`src/rtl/lpm_pkg.sv`:
```
package lpm_pkg;
   typedef enum logic [1:0] {
      LPM_RUN  = 2'd0,
      LPM_WAIT = 2'd1,
      LPM_STOP = 2'd2
   } lpm_state_t;
endpackage

```
`src/rtl/lpm_wake_detect.sv`:
```
module lpm_wake_detect #(
   parameter int unsigned          N_IRQ          = 8,
   parameter logic [N_IRQ-1:0]     STOP_WAKE_MASK = '1
) (
   input  logic [N_IRQ-1:0] irq_pend,
   input  logic [N_IRQ-1:0] irq_en,
   output logic             wake_wait,
   output logic             wake_stop
);
   logic [N_IRQ-1:0] live;
   logic [N_IRQ-1:0] live_stop;

   for (genvar i = 0; i < N_IRQ; i++) begin : g_src
      assign live[i] = irq_pend[i] & irq_en[i];
      if (STOP_WAKE_MASK[i]) begin : g_stop_ok
         assign live_stop[i] = live[i];
      end else begin : g_stop_blk
         assign live_stop[i] = 1'b0;
      end
   end

   assign wake_wait = |live;
   assign wake_stop = |live_stop;
endmodule

```
`src/rtl/lpm_seq.sv`:
```
module lpm_seq
   import lpm_pkg::*;
(
   input  logic       clk,
   input  logic       rst_n,
   input  logic       wait_req,
   input  logic       stop_req,
   input  logic       wake_wait,
   input  logic       wake_stop,
   input  logic       break_req,
   output lpm_state_t state,
   output logic       imask_clr,
   output logic       stack_start,
   output logic       brk_wake
);
   lpm_state_t nxt;
   logic       enter;
   logic       leave;

   always_comb begin
      nxt = state;
      unique case (state)
         LPM_RUN: begin
            if (stop_req)      nxt = LPM_STOP;
            else if (wait_req) nxt = LPM_WAIT;
         end
         LPM_WAIT: if (break_req || wake_wait) nxt = LPM_RUN;
         LPM_STOP: if (break_req || wake_stop) nxt = LPM_RUN;
         default:  nxt = LPM_RUN;
      endcase
   end

   assign enter    = (state == LPM_RUN) && (nxt != LPM_RUN);
   assign leave    = (state == LPM_WAIT || state == LPM_STOP) && (nxt == LPM_RUN);
   assign brk_wake = leave && break_req;

   always_ff @(posedge clk or negedge rst_n) begin
      if (!rst_n) begin
         state       <= LPM_RUN;
         imask_clr   <= 1'b0;
         stack_start <= 1'b0;
      end else begin
         state       <= nxt;
         imask_clr   <= enter;
         stack_start <= leave;
      end
   end
endmodule

```
`src/rtl/lpm_brk_status.sv`:
```
module lpm_brk_status (
   input  logic clk,
   input  logic rst_n,
   input  logic set_i,
   input  logic wr_en,
   input  logic wr_data,
   output logic flag
);
   always_ff @(posedge clk or negedge rst_n) begin
      if (!rst_n)                flag <= 1'b0;
      else if (set_i)            flag <= 1'b1;
      else if (wr_en && !wr_data) flag <= 1'b0;
   end
endmodule

```
`src/rtl/lpm_wake_ctrl.sv`:
```
module lpm_wake_ctrl
   import lpm_pkg::*;
#(
   parameter int unsigned      N_IRQ            = 8,
   parameter logic [N_IRQ-1:0] STOP_WAKE_MASK   = 8'h01,
   parameter bit               COP_RUNS_IN_STOP = 1'b0
) (
   input  logic             clk,
   input  logic             rst_n,
   input  logic             wait_req,
   input  logic             stop_req,
   input  logic [N_IRQ-1:0] irq_pend,
   input  logic [N_IRQ-1:0] irq_en,
   input  logic             break_req,
   input  logic             cop_disable,
   input  logic             stat_wr_en,
   input  logic             stat_wr_data,
   output logic             cpu_clk_en,
   output logic             per_clk_en,
   output logic             imask_clr,
   output logic             stack_start,
   output logic             brk_stopwait,
   output logic             cop_en
);
   initial begin
      if (N_IRQ < 1 || N_IRQ > 64)
         $error("lpm_wake_ctrl: N_IRQ must lie in 1..64");
   end

   logic       wake_wait;
   logic       wake_stop;
   logic       brk_wake;
   lpm_state_t state;

   lpm_wake_detect #(.N_IRQ(N_IRQ), .STOP_WAKE_MASK(STOP_WAKE_MASK)) u_detect (
      .irq_pend  (irq_pend),
      .irq_en    (irq_en),
      .wake_wait (wake_wait),
      .wake_stop (wake_stop)
   );

   lpm_seq u_seq (
      .clk         (clk),
      .rst_n       (rst_n),
      .wait_req    (wait_req),
      .stop_req    (stop_req),
      .wake_wait   (wake_wait),
      .wake_stop   (wake_stop),
      .break_req   (break_req),
      .state       (state),
      .imask_clr   (imask_clr),
      .stack_start (stack_start),
      .brk_wake    (brk_wake)
   );

   lpm_brk_status u_status (
      .clk     (clk),
      .rst_n   (rst_n),
      .set_i   (brk_wake),
      .wr_en   (stat_wr_en),
      .wr_data (stat_wr_data),
      .flag    (brk_stopwait)
   );

   assign cpu_clk_en = (state == LPM_RUN);
   assign per_clk_en = (state != LPM_STOP);

   if (COP_RUNS_IN_STOP) begin : g_cop_always
      assign cop_en = !cop_disable;
   end else begin : g_cop_gated
      assign cop_en = !cop_disable && (state != LPM_STOP);
   end
endmodule

```
`config.mk`:
```
export PLATFORM = sky130hd
export DESIGN_NAME = lpm_wake_ctrl
export DESIGN_NICKNAME = d
export VERILOG_FILES = /design/src/rtl/lpm_pkg.sv /design/src/rtl/lpm_wake_detect.sv /design/src/rtl/lpm_seq.sv /design/src/rtl/lpm_brk_status.sv /design/src/rtl/lpm_wake_ctrl.sv
export SDC_FILE = /design/constraint.sdc
export NUM_CORES = 1
export LEC_CHECK = 0
export BUFFER_PORTS_ARGS = -buffer_cell sky130_fd_sc_hd__buf_2
export CAP_MARGIN = 10
export CORE_AREA = 2 2 39 41
export CTS_BUF_LIST = sky130_fd_sc_hd__clkbuf_8
export DETAILED_ROUTE_END_ITERATION = 12
export DIE_AREA = 0 0 41 43
export GPL_ROUTABILITY_DRIVEN = 0
export GPL_TIMING_DRIVEN = 0
export SKIP_LAST_GASP = 1
export SYNTH_ARGS = -nofsm -noshare
export SYNTH_HDL_FRONTEND = slang
export SYNTH_SLANG_ARGS = --single-unit
export TNS_END_PERCENT = 100
```
`constraint.sdc`:
```
create_clock -name clk -period 2.1 [get_ports clk]
set_clock_uncertainty 0.05 [all_clocks]
set_input_delay 0.21 -clock clk [delete_from_list [all_inputs] [get_ports clk]]
set_output_delay 0.21 -clock clk [all_outputs]
set_load 0.005 [all_outputs]
```
==> impl_metrics.env <==
export IMPL_status="finished clean"
export IMPL_yosysSeqAreaShare_pct=30.96
export IMPL_synth_nets=77
export IMPL_ir_drop_v=0.0003418
export IMPL_critical_path_class="reg2reg"
export IMPL_routed_wl_mm=1.025
export IMPL_dp_slack_ns=0.2773
export IMPL_grt_max_degree=8
export IMPL_synth_edf_count=0
export IMPL_drt_initial_drc_count=4
export IMPL_dieArea_sq_mm=0.001763
export IMPL_io_pins=30
export IMPL_holdPathStages=3
export IMPL_wl_per_cell_um=10.35
export IMPL_cts_root_buffer="clkbuf_8"
export IMPL_critical_path_required_ns=2.14
export IMPL_cp_start_kind="register"
export IMPL_cts_setup_buffers=0
export IMPL_ys_ff_latch=5
export IMPL_fin_nets=112
export IMPL_min_path_type="in2reg"
export IMPL_grt_overflow=0
export IMPL_max_slew_margin_rel_pct=72.28
export IMPL_drc=0
export IMPL_synthDistinctLibCells=22
export IMPL_totalPowerFinal_uw=638.5
export IMPL_diodes=0
export IMPL_pwr_share_clk_pct=25.9
export IMPL_viasPerCell=4.899
export IMPL_core_area_sq_mm=0.001384
export IMPL_rsz0062_at_grt="false"
export IMPL_placed_cells=94
export IMPL_yosysTopAreaCell="dfrtp_1"
export IMPL_grt_pass1_vias=425
export IMPL_worstSkewPairLatency_ns=0.21
export IMPL_synthToLayoutAreaGrowth_pct=54.49
export IMPL_clk_pin_slew_ns=0.03
export IMPL_antenna_found_initial=0
export IMPL_final_setup_tns_ns=0
export IMPL_initial_core_util_pct=29.20
export IMPL_drive_above_1_share_pct=42.17
export IMPL_internal_power_uw=404.2
export IMPL_cp_max_fo=6
export IMPL_switching_share_pct=36.70
export IMPL_synth_cells=49
export IMPL_nFillCells=150
export IMPL_multiInputGateArea_sq_um=264.0
export IMPL_cp_arrival_ns=1.87
export IMPL_postRouteAntennaNets=0
export IMPL_p_switching_uw=234.3
export IMPL_seqPwrFrac_pct=25.5
export IMPL_synthTopCellsByArea="dfrtp_1 (31%), ha_1 (12%), a21oi_1 (7.4%)"
export IMPL_row_count=14
export IMPL_avgSynthCellArea_sq_um=8.248
export IMPL_powerDensity_mw_per_mm2=1023
export IMPL_synth_area_sq_um=404.1
export IMPL_cts_tree="yes"
export IMPL_tightest_slew_ns=0.4114
export IMPL_worstRegToRegCells=6
export IMPL_cts_buffer_depth=2
export IMPL_ys_warn_count=0
export IMPL_via_count=485
export IMPL_htree_levels=1
export IMPL_endpoint_kind="register"
export IMPL_dr_pass1_iters=4
export IMPL_die_h_um=43
export IMPL_synth_most_common_cell="a21oi_1"
export IMPL_leakage_uw=0.0003327
export IMPL_numCtsBuffers=3
export IMPL_ys_flop_type="dfrtp_1"
export IMPL_max_freq_mhz=547.8
export IMPL_synthDominantCellAreaShare_pct=30.96
export IMPL_synth_commonest_cells="a21oi_1 (6), dfrtp_1 (5), nand2_1 (5)"
export IMPL_final_max_slew_violation_count=0
export IMPL_track_usage_pct=12.96
export IMPL_hpwlAfterDp_um=863.6
export IMPL_fin_cells=99
export IMPL_setup_violations=0
export IMPL_r2r_slack_ns=0.27
export IMPL_numPortBuffers=29
export IMPL_p_comb_share_pct=48.6
export IMPL_ctsResizeCount=0
export IMPL_fin_crit_ns=1.825
export IMPL_setup_ws_ns=0.2746
export IMPL_max_cap_viol_count=0
export IMPL_seq_area_sq_um=125.1
export IMPL_synthArstFlopShare_pct=100.0
export IMPL_dieWidth_um=41
export IMPL_cts_hold_buffers=1
export IMPL_grt_pass1_wl_mm=1.524
export IMPL_final_hold_violation_count=0
export IMPL_cts_sink_count=5
export IMPL_min_period_over_period_pct=86.92
==> cell usage in the layout, fill, tap and decap left out <==
cell and count:
a21boi_0 1, a21oi_1 6, a22oi_1 1, a22oi_2 2
a31oi_1 1, a32o_1 1, and2_1 1, and2b_1 1
buf_2 29, clkbuf_8 3, dfrtp_1 5, dlygate4sd3_1 1
ha_1 4, inv_1 5, nand2_1 5, nand3_1 3
nand4b_1 1, nor2_1 3, nor2b_1 1, nor2b_2 1
nor3_1 1, nor4_1 1, o21ai_0 4, o22ai_1 1
or4_1 1
==> power groups by stage <==
stage	Combinational, uW	Sequential (uW)	Clock, uW
finish	310	163	166
global route	346	169	182
CTS	312	163	171
detailed placement	308	164	0
global placement	304	163	0
floorplan	193	161	0
==> flip-flops by register name, summed over array words and instances, names as in the netlist <==
name	count
u_seq.imask_clr	1
u_seq.stack_start	1
u_seq.state	2
u_status.flag	1
==> cells by family after synthesis <==
logic type	synth area share, %
buf+inv	3.714
compound gates	27.87
fa+ha+maj	12.38
flops	30.96
simple gates	25.08
==> layer usage <==
metal,vias up,track usage (%),share of wire (%),routed length (um)
met5,-,0,0,0
met4,0,2.000,0,0
met3,0,6.283,9.4,96
met2,22,22.81,52,532
met1,216,13.23,39,396
li1,247,-,-,-
==> area by class of cell <==
| class | instances | area share [%] |
|---|---|---|
| timing repair buffer | 30 | 24.85 |
| tap | 16 | 3.206 |
| inverter | 4 | 2.405 |
| multi-input combinational | 40 | 42.28 |
| sequential | 5 | 20.04 |
| clock buffer | 3 | 6.613 |
| clock inverter | 1 | 0.6012 |
==> through the flow <==
stage	util, %	hold slack (ns)	cell area, sq um
finish	45.12	0.2712	624.3
global placement	41.14	-0.02252	569.3
global route	45.12	0.2698	624.3
floorplan	-	-0.1356	404.1
CTS	45.12	0.2572	624.3
detailed placement	41.14	-0.01974	569.3
==> worst max-delay path, stage by stage (launching register included) <==
cell     delay (ns)
dfrtp_1        0.43
inv_1          0.09
ha_1           0.23
nor2b_2        0.19
a21oi_1        0.24
o22ai_1        0.17
a32o_1         0.30
==> path summary, 6_finish.rpt <==
check,startpoint,endpoint
max,u_seq.state[0]$_DFF_PN0_,u_seq.imask_clr$_DFF_PN0_
min,break_req,u_status.flag$_DFFE_PN0P_
max reg2reg,u_seq.state[0]$_DFF_PN0_,u_seq.imask_clr$_DFF_PN0_
min reg2reg,u_seq.state[1]$_DFF_PN0_,u_seq.state[1]$_DFF_PN0_
max in group asynchronous,rst_n,u_seq.imask_clr$_DFF_PN0_
min in group asynchronous,rst_n,u_seq.state[1]$_DFF_PN0_
Power figures use the tool's default switching activity.
